## src/rtl/tlb_walk_pkg.sv

```systemverilog
package tlb_walk_pkg;

    typedef enum logic [1:0] {
        WK_IDLE = 2'd0,
        WK_REQ  = 2'd1,
        WK_WAIT = 2'd2,
        WK_DONE = 2'd3
    } walk_state_e;

endpackage

```

## src/rtl/tlb_walk_entries.sv

```systemverilog
module tlb_walk_entries #(
    parameter int N     = 4,
    parameter int VPN_W = 19,
    parameter int PPN_W = 19,
    parameter int IDX_W = (N > 1) ? $clog2(N) : 1
) (
    input  logic             clk,
    input  logic             rst_n,
    input  logic             flush,
    input  logic [VPN_W-1:0] look_vpn,
    input  logic             wr_en,
    input  logic [IDX_W-1:0] wr_idx,
    input  logic [VPN_W-1:0] wr_vpn,
    input  logic [PPN_W-1:0] wr_ppn,
    output logic             hit,
    output logic [IDX_W-1:0] hit_idx,
    output logic [PPN_W-1:0] hit_ppn,
    output logic [N-1:0]     valid_vec
);

    typedef struct packed {
        logic [N-1:0]            valid;
        logic [N-1:0][VPN_W-1:0] vpn;
        logic [N-1:0][PPN_W-1:0] ppn;
    } table_t;

    table_t tab_d, tab_q;
    logic [N-1:0] match;

    // one comparator per slot
    for (genvar g = 0; g < N; g++) begin : g_cmp
        assign match[g] = tab_q.valid[g] && (tab_q.vpn[g] == look_vpn);
    end

    always_comb begin
        hit     = |match;
        hit_idx = '0;
        hit_ppn = '0;
        for (int i = 0; i < N; i++) begin
            if (match[i]) begin
                hit_idx = IDX_W'(i);
                hit_ppn = tab_q.ppn[i];
            end
        end
    end

    always_comb begin
        tab_d = tab_q;
        if (wr_en) begin
            tab_d.valid[wr_idx] = 1'b1;
            tab_d.vpn[wr_idx]   = wr_vpn;
            tab_d.ppn[wr_idx]   = wr_ppn;
        end
        // flush wins over a same-cycle write
        if (flush) begin
            tab_d.valid = '0;
        end
    end

    always_ff @(posedge clk or negedge rst_n) begin
        if (!rst_n) begin
            tab_q <= '0;
        end else begin
            tab_q <= tab_d;
        end
    end

    assign valid_vec = tab_q.valid;

endmodule

```

## src/rtl/tlb_walk_lru.sv

```systemverilog
module tlb_walk_lru #(
    parameter int N     = 4,
    parameter int IDX_W = (N > 1) ? $clog2(N) : 1
) (
    input  logic             clk,
    input  logic             rst_n,
    input  logic             flush,
    input  logic             touch,
    input  logic [IDX_W-1:0] touch_idx,
    input  logic [N-1:0]     valid_vec,
    output logic [IDX_W-1:0] victim_idx
);

    typedef logic [N-1:0][IDX_W-1:0] ages_t;

    ages_t age_d, age_q;
    logic  free_seen;

    function automatic ages_t ages_init();
        ages_t a;
        for (int i = 0; i < N; i++) begin
            a[i] = IDX_W'(i);
        end
        return a;
    endfunction

    // ages always form a permutation of 0..N-1; 0 is most recent
    always_comb begin
        age_d = age_q;
        if (flush) begin
            age_d = ages_init();
        end else if (touch) begin
            for (int i = 0; i < N; i++) begin
                if (IDX_W'(i) == touch_idx) begin
                    age_d[i] = '0;
                end else if (age_q[i] < age_q[touch_idx]) begin
                    age_d[i] = age_q[i] + 1'b1;
                end
            end
        end
    end

    // free slot first, otherwise the oldest one
    always_comb begin
        free_seen  = 1'b0;
        victim_idx = '0;
        for (int i = 0; i < N; i++) begin
            if (!free_seen && !valid_vec[i]) begin
                victim_idx = IDX_W'(i);
                free_seen  = 1'b1;
            end
        end
        if (!free_seen) begin
            for (int i = 0; i < N; i++) begin
                if (age_q[i] == IDX_W'(N - 1)) begin
                    victim_idx = IDX_W'(i);
                end
            end
        end
    end

    always_ff @(posedge clk or negedge rst_n) begin
        if (!rst_n) begin
            age_q <= ages_init();
        end else begin
            age_q <= age_d;
        end
    end

endmodule

```

## src/rtl/tlb_walk_fsm.sv

```systemverilog
module tlb_walk_fsm
    import tlb_walk_pkg::*;
#(
    parameter int VA_W   = 32,
    parameter int PA_W   = 32,
    parameter int AW     = 32,
    parameter int OFFS_W = 13,
    parameter int PTE_W  = 32,
    parameter int VPN_W  = VA_W - OFFS_W,
    parameter int PPN_W  = PA_W - OFFS_W
) (
    input  logic             clk,
    input  logic             rst_n,
    input  logic             start,
    input  logic [VA_W-1:0]  start_vaddr,
    input  logic [AW-1:0]    pt_base,
    output logic             mem_req_valid,
    output logic [AW-1:0]    mem_req_addr,
    input  logic             mem_req_ready,
    input  logic             mem_rsp_valid,
    input  logic [PTE_W-1:0] mem_rsp_data,
    output logic             busy,
    output logic             install,
    output logic [VPN_W-1:0] install_vpn,
    output logic [PPN_W-1:0] install_ppn,
    output logic             done,
    output logic             done_fault,
    output logic [PA_W-1:0]  done_paddr
);

    localparam int PRESENT_BIT = PTE_W - 1;

    typedef struct packed {
        walk_state_e       state;
        logic [VA_W-1:0]   vaddr;
        logic [AW-1:0]     addr;
        logic [PPN_W-1:0]  ppn;
        logic              fault;
    } walk_t;

    walk_t w_d, w_q;
    logic  present;
    logic  pte_unused;

    assign present    = mem_rsp_data[PRESENT_BIT];
    assign pte_unused = ^mem_rsp_data[PRESENT_BIT-1:PPN_W];

    always_comb begin
        w_d     = w_q;
        install = 1'b0;
        case (w_q.state)
            WK_IDLE: begin
                if (start) begin
                    w_d.state = WK_REQ;
                    w_d.vaddr = start_vaddr;
                    w_d.addr  = pt_base + AW'({start_vaddr[VA_W-1:OFFS_W], 2'b00});
                end
            end
            WK_REQ: begin
                if (mem_req_ready) begin
                    w_d.state = WK_WAIT;
                end
            end
            WK_WAIT: begin
                if (mem_rsp_valid) begin
                    w_d.state = WK_DONE;
                    w_d.fault = !present;
                    w_d.ppn   = mem_rsp_data[PPN_W-1:0];
                    install   = present;
                end
            end
            WK_DONE: begin
                w_d.state = WK_IDLE;
            end
            default: begin
                w_d.state = WK_IDLE;
            end
        endcase
    end

    always_ff @(posedge clk or negedge rst_n) begin
        if (!rst_n) begin
            w_q <= '{state: WK_IDLE, default: '0};
        end else begin
            w_q <= w_d;
        end
    end

    assign busy          = (w_q.state != WK_IDLE);
    assign mem_req_valid = (w_q.state == WK_REQ);
    assign mem_req_addr  = w_q.addr;
    assign install_vpn   = w_q.vaddr[VA_W-1:OFFS_W];
    assign install_ppn   = mem_rsp_data[PPN_W-1:0];
    assign done          = (w_q.state == WK_DONE);
    assign done_fault    = w_q.fault;
    assign done_paddr    = w_q.fault ? '0 : {w_q.ppn, w_q.vaddr[OFFS_W-1:0]};

endmodule

```

## src/rtl/tlb_walk_top.sv

```systemverilog
module tlb_walk_top #(
    parameter int VA_W    = 32,
    parameter int PA_W    = 32,
    parameter int AW      = 32,
    parameter int OFFS_W  = 13,
    parameter int PTE_W   = 32,
    parameter int ENTRIES = 4
) (
    input  logic             clk,
    input  logic             rst_n,
    input  logic             flush,
    input  logic [AW-1:0]    pt_base,
    input  logic             lk_valid,
    input  logic [VA_W-1:0]  lk_vaddr,
    output logic             lk_ready,
    output logic             rsp_valid,
    output logic             rsp_fault,
    output logic [PA_W-1:0]  rsp_paddr,
    output logic             mem_req_valid,
    output logic [AW-1:0]    mem_req_addr,
    input  logic             mem_req_ready,
    input  logic             mem_rsp_valid,
    input  logic [PTE_W-1:0] mem_rsp_data
);

    localparam int VPN_W = VA_W - OFFS_W;
    localparam int PPN_W = PA_W - OFFS_W;
    localparam int IDX_W = (ENTRIES > 1) ? $clog2(ENTRIES) : 1;

    logic             cam_hit;
    logic [IDX_W-1:0] hit_idx;
    logic [PPN_W-1:0] hit_ppn;
    logic [ENTRIES-1:0] ent_valid;
    logic [IDX_W-1:0] victim_idx;
    logic             accept, hit_now, start;
    logic             touch;
    logic [IDX_W-1:0] touch_idx;
    logic             wk_busy, wk_install, wk_done, wk_fault;
    logic [VPN_W-1:0] wk_vpn;
    logic [PPN_W-1:0] wk_ppn;
    logic [PA_W-1:0]  wk_paddr;

    assign lk_ready  = !wk_busy;
    assign accept    = lk_valid && lk_ready;
    assign hit_now   = accept && cam_hit;
    assign start     = accept && !cam_hit;
    assign touch     = hit_now || wk_install;
    assign touch_idx = hit_now ? hit_idx : victim_idx;

    always_comb begin
        rsp_valid = hit_now || wk_done;
        rsp_fault = wk_done && wk_fault;
        rsp_paddr = '0;
        if (wk_done) begin
            rsp_paddr = wk_paddr;
        end else if (hit_now) begin
            rsp_paddr = {hit_ppn, lk_vaddr[OFFS_W-1:0]};
        end
    end

    tlb_walk_entries #(
        .N    (ENTRIES),
        .VPN_W(VPN_W),
        .PPN_W(PPN_W),
        .IDX_W(IDX_W)
    ) u_ent (
        .clk      (clk),
        .rst_n    (rst_n),
        .flush    (flush),
        .look_vpn (lk_vaddr[VA_W-1:OFFS_W]),
        .wr_en    (wk_install),
        .wr_idx   (victim_idx),
        .wr_vpn   (wk_vpn),
        .wr_ppn   (wk_ppn),
        .hit      (cam_hit),
        .hit_idx  (hit_idx),
        .hit_ppn  (hit_ppn),
        .valid_vec(ent_valid)
    );

    tlb_walk_lru #(
        .N    (ENTRIES),
        .IDX_W(IDX_W)
    ) u_lru (
        .clk       (clk),
        .rst_n     (rst_n),
        .flush     (flush),
        .touch     (touch),
        .touch_idx (touch_idx),
        .valid_vec (ent_valid),
        .victim_idx(victim_idx)
    );

    tlb_walk_fsm #(
        .VA_W  (VA_W),
        .PA_W  (PA_W),
        .AW    (AW),
        .OFFS_W(OFFS_W),
        .PTE_W (PTE_W),
        .VPN_W (VPN_W),
        .PPN_W (PPN_W)
    ) u_walk (
        .clk          (clk),
        .rst_n        (rst_n),
        .start        (start),
        .start_vaddr  (lk_vaddr),
        .pt_base      (pt_base),
        .mem_req_valid(mem_req_valid),
        .mem_req_addr (mem_req_addr),
        .mem_req_ready(mem_req_ready),
        .mem_rsp_valid(mem_rsp_valid),
        .mem_rsp_data (mem_rsp_data),
        .busy         (wk_busy),
        .install      (wk_install),
        .install_vpn  (wk_vpn),
        .install_ppn  (wk_ppn),
        .done         (wk_done),
        .done_fault   (wk_fault),
        .done_paddr   (wk_paddr)
    );

endmodule

```

## config.mk

```make
export PLATFORM = sky130hd
export DESIGN_NAME = tlb_walk_top
export DESIGN_NICKNAME = d
export VERILOG_FILES = /design/src/rtl/tlb_walk_pkg.sv /design/src/rtl/tlb_walk_entries.sv /design/src/rtl/tlb_walk_lru.sv /design/src/rtl/tlb_walk_fsm.sv /design/src/rtl/tlb_walk_top.sv
export SDC_FILE = /design/constraint.sdc
export NUM_CORES = 1
export LEC_CHECK = 0
export ABC_AREA = 1
export BUFFER_PORTS_ARGS = -buffer_cell sky130_fd_sc_hd__buf_2
export CORE_UTILIZATION = 50
export DETAILED_ROUTE_END_ITERATION = 8
export HOLD_SLACK_MARGIN = 0.1
export PLACE_DENSITY = 0.73
export SYNTH_ARGS = -nofsm -noshare
export SYNTH_HDL_FRONTEND = slang
export SYNTH_SLANG_ARGS = --single-unit
```

## constraint.sdc

```tcl
create_clock -name clk -period 2.9 [get_ports clk]
set_clock_uncertainty 0.2 [all_clocks]
set_input_delay 0.58 -clock clk [delete_from_list [all_inputs] [get_ports clk]]
set_output_delay 0.58 -clock clk [all_outputs]
set_load 0.005 [all_outputs]
```

== After elaboration in Yosys (flattened, before gate mapping) ==
Cells that the tools add are included.
Operators by class
  add/sub/neg operators: 5
  order comparisons: 7
  equal/unequal tests: 17
  mux-type cells: 49
  bitwise operators: 1
  reductions and logical operators: 39
Operators by type and width (count)
  two-way mux 156 bit: 1
  bitwise mux 76 bit: 2
  two-way mux 32 bit: 3
  two-way mux 19 bit: 5
  equality test 19 bit: 4
  two-way mux 66 bit: 1
  two-way mux 2 bit: 21
  demux 19 bit (select 2 bit): 1
  adder 32 x 21 -> 32 bit: 1
  two-way mux 8 bit: 2
  equality test 2 bit (second input constant): 6
  logical AND 1 bit: 12
  AND reduction 2 bit: 6
  nonzero test 3 bit: 4
  two-way mux 1 bit: 9
  adder 2 x 1 -> 2 bit (second input constant): 4
  logical NOT 1 bit: 8
  less-than comparator 2 bit: 4
  case mux 2 bit (4 select lines): 1
  less-than comparator 2 x 3 -> 1 bit (second input constant): 2
  nonzero test 2 bit: 3
  binary-select mux 2 bit (select 2 bit): 1
  equality test 2 bit (first input constant): 2
  logical NOT 2 bit: 2
  11 further kinds: 13
Word-level totals
  register bits after elaboration: 250
  input bits: 102
  output and inout bits: 68
  word-level logic and storage cells: 136

== Longest topological paths before layout ==
Gate-level depths: netlist of run 1.
  depth in word-level cells: 22
  mapped depth: 24
  mapped depth without buffers: 23

== Modules after synthesis ==
Synthesis of run 1 repeated with hierarchy kept, for this count alone.
Unflattened totals
  cell total of the unflattened synthesis: 2126
  area, all modules: 15019.4 um^2
By module, submodules not included
  tlb_walk_entries: instances 1, cells each 1016, area each 7762.4 um^2, seq. area each 3903.7 um^2
  tlb_walk_fsm: instances 1, cells each 834, area each 5715.5 um^2, seq. area each 2152.1 um^2
  tlb_walk_lru: instances 1, cells each 122, area each 772.0 um^2, seq. area each 205.2 um^2
  tlb_walk_top: instances 1, cells each 154, area each 769.5 um^2, seq. area each 0.0 um^2

== Worst setup path before layout of run 1 ==
No wires, ideal clock.
  path type: input port to output port
  from: in lk_vaddr[29]
  to: out rsp_paddr[21]
  arrival time: 2240 ps
  required time: 2120 ps
  path slack: -120 ps
  stages: 14
  buffers on the path: 3
  path through: buf_4 > inv_1 > nand2_1 > nand2_1 > nor2_1 > nand2_1 > nor2_1 > nand3_1 > buf_2 > clkbuf_1 > nor2_1 > nor4_1 > a211oi_1 > o31ai_1
On the way
  longest elaborated chain between the ends: 8
  elaborated cells on any way between the ends: 16
  classes of those cells: eq/ne (4); mux (6); reduce/logical (6)
RTL lines
  start: declaration: RTL line tlb_walk_top.sv:14  | input logic [VA_W-1:0] lk_vaddr,
  equality test 19 bit: RTL line tlb_walk_entries.sv:32  | assign match[g] = tab_q.valid[g] && (tab_q.vpn[g] == look_vpn);
  logical AND 1 bit: RTL line tlb_walk_entries.sv:32
  two-way mux 19 bit (4 in a row): RTL line tlb_walk_entries.sv:40  | if (match[i]) begin
  two-way mux 32 bit *: RTL line tlb_walk_top.sv:56  | end else if (hit_now) begin
  two-way mux 32 bit *: RTL line tlb_walk_top.sv:54  | if (wk_done) begin
  end: declaration: RTL line tlb_walk_top.sv:18  | output logic [PA_W-1:0] rsp_paddr,
Every way passes the cells marked *; elsewhere a longest branch is shown, timed or not.

==> impl_metrics.yaml, run 1 <==
critical_path:
  rrSetupSlack_ns: -0.26
  reg2regPathDepth: 26
  path_class: "flip-flop to output pin"
  r2r-end: "u_lru.age_q[7]$_DFFE_PN1P_"
  worstPathMaxFanout: 19
  cp.required_ns: 2.12
  critPathArrivalTime_ns: 2.84
  crit_path_start_kind: "flip-flop"
  cp-end-kind: "output pin"
yosys:
  synthCells: 1971
  syn-num-nets: 2102
  yosysWarnings: 0
  yosysSeqAreaShare_pct: 44.3
  async_reset_ff_share_pct: 100
  synth_cell_types: 41
  synth_area_um2: 14100
  syn_area_per_cell_um2: 7.17
  synth_edf_count: 0
  synthFlopType: "dfrtp_1"
  synth-seq-cells: 250
timing:
  min_period_over_period_pct: 125
  hold_viol: 0
  tightest_slew_ns: 0.827
  rsz0062_at_grt: "yes"
  fmax_mhz: 277
  period_minus_slack_ns: 3.62
  relSlewSlack_pct: 44.9
  setup_ws_ns: -0.716
  maxSlewViolCount: 0
  setup_viol: 41
pwr:
  ir_drop_uv: 437
  total_power_uw: 13000
  p_int_uw: 8350
  p_comb_share_pct: 31.4
  p_sw_uw: 4640
  p_leak_uw: 0.00959
  p_seq_share_pct: 40.1
  powerDensity_nw_per_um2: 686
  switching_share_pct: 35.7
  p_clk_share_pct: 28.5
global_route:
  antenna_found_initial: 1
  use_met3_pct: 4.63
  grt_util_all_layers_pct: 31.5
  grt_pass1_vias: 13805
  grt_pass1_wl_um: 71000
  grtUsageMet1_pct: 39.4
  grt_max_degree: 78
  grtUsageMet2_pct: 53.8
  top_usage_layer: "met2"
  overflow: 0
clock_network:
  cts-root-buf: "clkbuf_16"
  path_clk_slew_ns: 0.06
  htree_num_levels: 1
  cts_tree: "done"
  cts.sinks: 250
  clock_latency_ns: 0.56
  cts.path.max_buffers: 3
  cts_made_buffers: 28
floorplanning:
  core_area_um2: 27800
  die_y_um: 170
  num_rows: 61
  die_w_um: 170
  num_io_pins: 170
  die_area_um2: 28900
  initial_utilization_pct: 50.9
final_layout:
  diodes: 0
  fin_nets: 2435
  finish.utilization_pct: 68.1
  syn_to_final_growth_pct: 33.9
  fill_cells: 2292
  drive_gt1_share_pct: 27.5
worst_hold_path:
  worstHoldStart: "lk_vaddr[9]"
  whs_path_depth: 3
  worstHoldPathType: "input port to flip-flop"
  holdPathEnd: "u_walk.w_q[61]$_DFFE_PN0P_"
detailed_routing:
  dr.pass1.iters: 6
  drt_iter0_markers: 1364
  num_vias: 14581
  wire_per_inst_um: 17.3
  vias_per_cell: 5.39
  routed_wirelength_um: 46800
  ant_nets: 0
  remaining_drc_errors: 0
status:
  outcome: "finished with violations"
  violations: "setup timing"
flow_run:
  drv_cap: 0
placement:
  dp.final_hpwl_um: 32000
  place.gp.congestion: 1.02
  io_buffer_count: 157
==> how the worst max path moves through the flow <==
stage                 start       endpoint  slack (ns)  cells past startpoint
2_1_floorplan  lk_vaddr[19]  rsp_paddr[30]       0.007                     15
3_3_place_gp   lk_vaddr[23]  rsp_paddr[14]       -0.68                     16
3_5_place_dp   lk_vaddr[23]  rsp_paddr[14]       -0.70                     16
4_1_cts           flip-flop  rsp_paddr[25]       -0.65                     15
5_1_grt           flip-flop  rsp_paddr[15]       -0.85                     14
6_report          flip-flop  rsp_paddr[15]       -0.72                     14
==> layer usage <==
metal / vias up / wire [µm] / share of wire [%]
li1: 6919 / - / -
met1: 6900 / 18800 / 40
met2: 628 / 22500 / 48
met3: 132 / 3530 / 7.5
met4: 2 / 1950 / 4.2
met5: - / 13 / 0.028
==> worst max-delay path, stage by stage, from the launching register on <==
cell and delay (ns):
dfrtp_1 0.42, inv_1 0.07, nand2_1 0.09, nand2_2 0.06
nor2_2 0.12, nand2_2 0.08, nor2_4 0.16, buf_6 0.13
nand3_4 0.07, buf_6 0.18, nor2_1 0.12, nor4_1 0.07
a211oi_1 0.48, o31ai_4 0.08, buf_2 0.14
==> repair_timing <==
action	CTS	global route
pin swaps	28	62
endpoints found under the setup margin	41	47
hold buffers	11	0
gates resized for setup	99	134
endpoints found under the hold margin	61	0
gates cloned	4	1
buffers inserted	15	20
==> cell families after synthesis <==
family	synth area share, %
buffers and inverters	9.70
xor gates and xnor gates	1.74
AOI/OAI and AO/OA	13.6
and+or+nand+nor	28.0
DFF	44.3
adders and majority gates	2.62
==> power groups by stage <==
stage | combinational, µW | clock (µW) | sequential [µW]
floorplan | 2480 | 0 | 5020
global route | 4590 | 3880 | 5300
global placement | 3620 | 0 | 5160
detailed placement | 3740 | 0 | 5190
CTS | 3850 | 3740 | 5150
finish | 4080 | 3700 | 5200
==> cell usage in the layout (no fill, tap or decap), types with 9 or more instances in the layout <==
cell type,netlist,final
buf_6,0,21
buf_4,34,206
o21ai_2,1,15
nand3_1,88,73
nand2_1,665,619
a211oi_1,20,9
nor2_4,1,13
nor4_4,0,10
inv_2,18,22
ha_1,28,28
nand2_2,4,42
inv_1,194,190
clkbuf_16,0,28
xor2_1,16,16
dfrtp_1,246,245
dlygate4sd3_1,0,11
a211oi_2,0,11
nor2_2,4,14
o21ai_0,265,249
buf_2,13,155
nor2_1,175,153
nand2_4,4,10
a21oi_1,34,34
xnor2_1,12,12
nand3_2,3,14
buf_12,0,19
==> through the flow <==
stage / TNS [ns] / cells / cell area (µm²) / hold slack (ns) / worst slack, ns
detailed placement: -24.13 / 2608 / 16700 / 0.253 / -0.695
global placement: -21.11 / 2608 / 16700 / 0.250 / -0.683
global route: -25.85 / 2703 / 18900 / 0.120 / -0.847
floorplan: 0 / 1971 / 14200 / 0.0844 / 0.00665
CTS: -18.31 / 2689 / 18300 / 0.103 / -0.654
finish: -20.65 / 2703 / 18900 / 0.126 / -0.716
==> final cells by class <==
cell class | count | area, µm² | area share [%]
Sequential cell | 250 | 6260 | 33.1
Tap cell | 378 | 473 | 2.50
Clock inverter | 17 | 214 | 1.13
Multi-Input combinational cell | 1394 | 7340 | 38.8
Inverter | 215 | 815 | 4.30
Timing Repair Buffer | 414 | 3080 | 16.3
Timing Repair inverter | 1 | 5.00 | 0.0264
Clock buffer | 34 | 743 | 3.93
==> cell usage after synthesis (all sizes together), types with 22 or more instances <==
| master | count | area (µm²) |
|---|---|---|
| nand2 | 673 | 2570 |
| ha | 28 | 350 |
| o21ai | 270 | 1360 |
| nand3 | 91 | 470 |
| a21oi | 35 | 186 |
| inv | 212 | 796 |
| nor4 | 22 | 138 |
| clkbuf | 61 | 229 |
| buf | 51 | 335 |
| dfrtp | 246 | 6160 |
| nor2 | 180 | 693 |
No activity file was read; power rests on OpenSTA's default activity.
==> inputs of run 2 (changes only) <==
PLACE_DENSITY = 0.7   (was 0.73)
SETUP_SLACK_MARGIN = 0.05   (was unset)
clock period = 4 ns   (was 2.9 ns; I/O delays follow)
==> run 2 against run 1 <==
- sequential share of layout area rose by 4.7 points
- sequential cell count unchanged
- first-iteration DRC count is 23% lower
- the run now ends clean
- cell area shrank 13%
==> impl_metrics.yaml, run 2 (synthesis gave the netlist of run 1 again) <==
global_route:
  overflow: 0
  grt_util_all_layers_pct: 28.2
  grt_max_degree: 100
  grt_pass1_vias: 12365
  antenna_found_initial: 0
  grt_pass1_wl_um: 64100
final_layout:
  stdcell_count: 2503
  final_cell_mix: "nand2_1, o21ai_0, dfrtp_1, inv_1, nor2_1"
  syn_to_final_growth_pct: 17.1
  fin_nets: 2234
  fill_cells: 2636
  drive_gt1_share_pct: 15.3
  diodes: 0
  layout_commonest_cell: "nand2_1"
  finish.utilization_pct: 59.6
critical_path:
  critPathArrivalTime_ns: 2.84
  path_cells: "buf_2, inv_2, nand2_1, nand2_1, nor2_1, nand2_1, nor2_1, nand3_1, nand2_2, inv_4, nand2_4, nand3_4, buf_12, o31ai_2, buf_2"
  crit_top_cell: "nand2_1"
  slowest_delay_ns: 0.32
  cp-end-kind: "output pin"
  cp.required_ns: 3.00
  worstPathMaxFanout: 10
  path_class: "input port to output pin"
  critPathSlowestCell: "o31ai_2"
  crit_path_start_kind: "input port"
clock_network:
  htree_num_levels: 1
  cts.sinks: 250
  cts_tree: "done"
  post_cts_buffers: 0
  clock_latency_ns: 0.56
  cts.path.max_buffers: 3
  cts-root-buf: "clkbuf_16"
  cts_made_buffers: 28
  path_clk_slew_ns: 0.06
detailed_routing:
  vias_per_cell: 5.26
  remaining_drc_errors: 0
  ant_nets: 0
  num_vias: 13164
  wire_per_inst_um: 16.2
  dr.pass1.iters: 5
  routed_wirelength_um: 40600
  drt_iter0_markers: 1046
floorplanning:
  num_io_pins: 170
  die_y_um: 170
  core_area_um2: 27800
  num_rows: 61
  die_area_um2: 28900
  initial_utilization_pct: 50.9
  die_w_um: 170
timing:
  relSlewSlack_pct: 42.9
  rsz0062_at_grt: "no"
  maxSlewViolCount: 0
  setup_viol: 0
  tightest_slew_ns: 0.856
  tns_ns: 0
  hold_viol: 0
  min_period_over_period_pct: 96.0
  period_minus_slack_ns: 3.84
  fmax_mhz: 260
pwr:
  p_leak_uw: 0.00849
  powerDensity_nw_per_um2: 546
  ir_drop_uv: 342
placement:
  place.gp.congestion: 0.998
  io_buffer_count: 157
  dp_cells: 2449
  dp.final_hpwl_um: 29200
flow_run:
  drv_cap: 0
worst_hold_path:
  worstHoldPathType: "input port to flip-flop"
status:
  outcome: "completed"
run 2: final timing paths:
check / cells after the start / startpoint / end / slack, ns
setup / recovery: 15 / lk_vaddr[20] / rsp_paddr[30] / 0.16
max in group asynchronous: 3 / rst_n / async pin / 2.05
setup reg to reg: 21 / u_ent.valid_vec[3]$_DFFE_PN0P_ / u_lru.age_q[1]$_DFFE_PN0P_ / 0.91
hold reg to reg: 2 / u_walk.mem_req_addr[2]$_DFFE_PN0P_ / u_walk.mem_req_addr[2]$_DFFE_PN0P_ / 0.27
hold / removal: 3 / pt_base[1] / u_walk.mem_req_addr[1]$_DFFE_PN0P_ / 0.25
min in group asynchronous: 2 / rst_n / u_walk.mem_req_addr[0]$_DFFE_PN0P_ / 0.68
run 2: through the flow:
stage / total power, µW / worst slack [ns] / hold WS [ns] / area, µm²
floorplan: 5430 / 0.540 / 0.243 / 14100
global placement: 6070 / 0.0696 / 0.249 / 15300
detailed placement: 6170 / 0.0431 / 0.254 / 15300
CTS: 9060 / 0.0514 / 0.242 / 16400
global route: 9670 / 0.0280 / 0.268 / 16600
finish: 9040 / 0.159 / 0.254 / 16600
run 2: where the power goes:
| group | switching [µW] | leakage [µW] | total (µW) | internal [µW] |
|---|---|---|---|---|
| registers | 440 | 0.00327 | 3730 | 3290 |
| logic | 1560 | 0.00472 | 2450 | 895 |
| clock network | 1080 | 0.000500 | 2860 | 1780 |
| total | 3080 | 0.00849 | 9040 | 5960 |
run 2: what timing repair did:
action                                  4_1_cts  5_1_grt
cloned                                        0        1
hold buffers                                  1        0
pin swaps                                     0        3
endpoints found under the setup margin        1       23
resized for setup                             1       30
endpoints found under the hold margin         6        0
run 2: layout make-up:
type	count	area, µm²	share of cell area [%]
Tap cell	378	473	2.86
Clock inverter	17	284	1.72
Sequential cell	250	6260	37.8
Inverter	215	810	4.89
Timing Repair Buffer	214	1330	8.06
Multi-Input combinational cell	1394	6650	40.1
Clock buffer	35	747	4.51
run 2: critical path: cells and delay by family:
kind	cells	cell delay, ns
simple gates	9	1.00
buf+inv	5	0.71
compound gates	1	0.32
run 2: per-layer routing:
layer	routed length [µm]	GRT usage, %	share of wire, %
met1	18000	37.7	44
met3	2390	3.00	5.9
met5	0	0	0
met4	1400	10.4	3.5
met2	18900	47.4	46
==> inputs of run 3 (changes only) <==
CORE_MARGIN = 2   (was unset)
==> run 3 against run 2 <==
- setup slack improved by 0.022 ns
- via count fell by 0.33%
- cell count barely moved
- utilization barely moved
- critical path depth did not move
- total power fell by 0.94%
- critical endpoint is now rsp_paddr[15]
- non-clock buffer count rose by 3
- register-to-register slack barely moved
- sequential share of layout area barely moved
- highest routed layer unchanged
- wire length rose by 1.7%
- combinational power barely moved
- count of clock-buffer cells in the layout rose by 6
==> impl_metrics.yaml, run 3 (synthesis gave the netlist of run 1 again) <==
pwr:
  p_leak_uw: 0.00850
  powerDensity_nw_per_um2: 541
  ir_drop_uv: 336
detailed_routing:
  num_vias: 13120
  routed_wirelength_um: 41300
  drt_iter0_markers: 957
  dr.pass1.iters: 5
  ant_nets: 0
  vias_per_cell: 5.24
  wire_per_inst_um: 16.5
  remaining_drc_errors: 0
critical_path:
  r2r-end: "u_lru.age_q[0]$_DFFE_PN0P_"
  crit_path_start_kind: "input port"
  crit_family: "simple AND/OR/NAND/NOR gates"
  crit_top_cell: "nand2_1"
  worst-path-buf-inv: 5
  slowest_delay_ns: 0.31
  reg2regPathDepth: 22
  path_cells: "buf_2, inv_2, nand2_1, nand2_1, inv_1, nand2_1, nor2_1, nand3_1, nor2_4, nor2_4, nand2_4, nand3_1, buf_12, o31ai_2, buf_2"
  worstPathMaxFanout: 19
  cp.required_ns: 3.00
  critPathSlowestCell: "o31ai_2"
  critPathArrivalTime_ns: 2.82
  rrSetupSlack_ns: 0.90
  path_class: "input port to output pin"
  cp-end-kind: "output pin"
final_layout:
  finish.utilization_pct: 59.6
  drive_gt1_share_pct: 15.9
  fin_nets: 2237
  layout_commonest_cell: "nand2_1"
  final_cell_mix: "nand2_1, o21ai_0, dfrtp_1, inv_1, nor2_1"
  syn_to_final_growth_pct: 17.2
  finish.instance_area_um2: 16600
  diodes: 0
timing:
  tightest_slew_ns: 0.848
  period_minus_slack_ns: 3.82
  fmax_mhz: 262
  relSlewSlack_pct: 43.4
  hold_viol: 0
  maxSlewViolCount: 0
  setup_viol: 0
  rsz0062_at_grt: "no"
  tns_ns: 0
  min_period_over_period_pct: 95.5
placement:
  dp.final_hpwl_um: 29900
  io_buffer_count: 157
  place.gp.congestion: 0.959
  place_area_um2: 15400
global_route:
  overflow: 0
  antenna_found_initial: 0
  grt_max_degree: 99
  grt_pass1_vias: 12509
  grt_util_all_layers_pct: 28.1
  grt_pass1_wl_um: 65300
clock_network:
  clock_latency_ns: 0.55
  cts_tree: "done"
  path_clk_slew_ns: 0.06
  cts.path.max_buffers: 3
  cts_made_buffers: 28
  cts.sinks: 250
  cts-root-buf: "clkbuf_16"
  htree_num_levels: 1
  post_cts_buffers: 0
floorplanning:
  initial_utilization_pct: 50.9
  die_w_um: 172
  num_io_pins: 170
  core_area_um2: 27800
  die_area_um2: 29600
  die_y_um: 172
  num_rows: 61
worst_hold_path:
  worstHoldPathType: "input port to async pin"
flow_run:
  drv_cap: 0
status:
  outcome: "completed"
## run 3: cell count changes in the layout (fill, tap and decap cells not counted), sizes merged
cell,before,now
clkinvlp,2,3
bufinv,7,3
clkinv,10,7
buf,209,213
inv,213,212
clkbuf,39,45
dlygate4sd3,1,0
## run 3: repair_timing
item / CTS / global route
hold buffers: 0 / 0
pin swaps: 0 / 6
gates resized for setup: 2 / 36
setup endpoints to repair: 6 / 23
## run 3: power breakdown
part	switching, µW	internal, µW	total [µW]	leakage (µW)
sequential	442	3290	3730	0.00327
clock	1070	1680	2750	0.000484
combinational	1570	909	2480	0.00474
total	3080	5870	8960	0.00850
## run 3: final cells by class
cell class	count	area, µm²
fillers	2635	11200
multi-input cells	1394	6670
flip-flops and latches	250	6260
repair buffers	217	1360
clock buffers	41	861
inverters	215	810
well taps	378	473
clock inverters	10	136
## run 3: metrics by stage
| step | hold WS [ns] | total power [µW] | std cells | setup WS [ns] |
|---|---|---|---|---|
| 2_1_floorplan | 0.243 | 5430 | 1971 | 0.540 |
| 3_3_place_gp | 0.248 | 6110 | 2454 | 0.0418 |
| 3_5_place_dp | 0.255 | 6200 | 2454 | 0.0111 |
| 4_1_cts | 0.111 | 8980 | 2505 | 0.0664 |
| 5_1_grt | 0.140 | 9580 | 2505 | 0.0411 |
| 6_report | 0.0799 | 8960 | 2505 | 0.181 |
## run 3: how the worst max path moves through the flow
stage                 start            end  slack [ns]  depth (start not counted)
2_1_floorplan  lk_vaddr[29]  rsp_paddr[21]        0.54                         14
3_3_place_gp   lk_vaddr[19]  rsp_paddr[30]        0.04                         12
3_5_place_dp   lk_vaddr[19]  rsp_paddr[30]        0.01                         12
4_1_cts        lk_vaddr[16]  rsp_paddr[13]        0.07                         15
5_1_grt        lk_vaddr[15]  rsp_paddr[18]        0.04                         15
6_report       lk_vaddr[24]  rsp_paddr[15]        0.18                         15
## run 3: layer usage
metal | up-vias | part of all wire [%] | global-route usage, %
met2 | 459 | 45 | 46.2
met4 | 0 | 3.7 | 10.6
li1 | 6513 | - | -
met5 | - | 0 | 0
met1 | 6064 | 45 | 38.5
met3 | 84 | 5.9 | 3.20
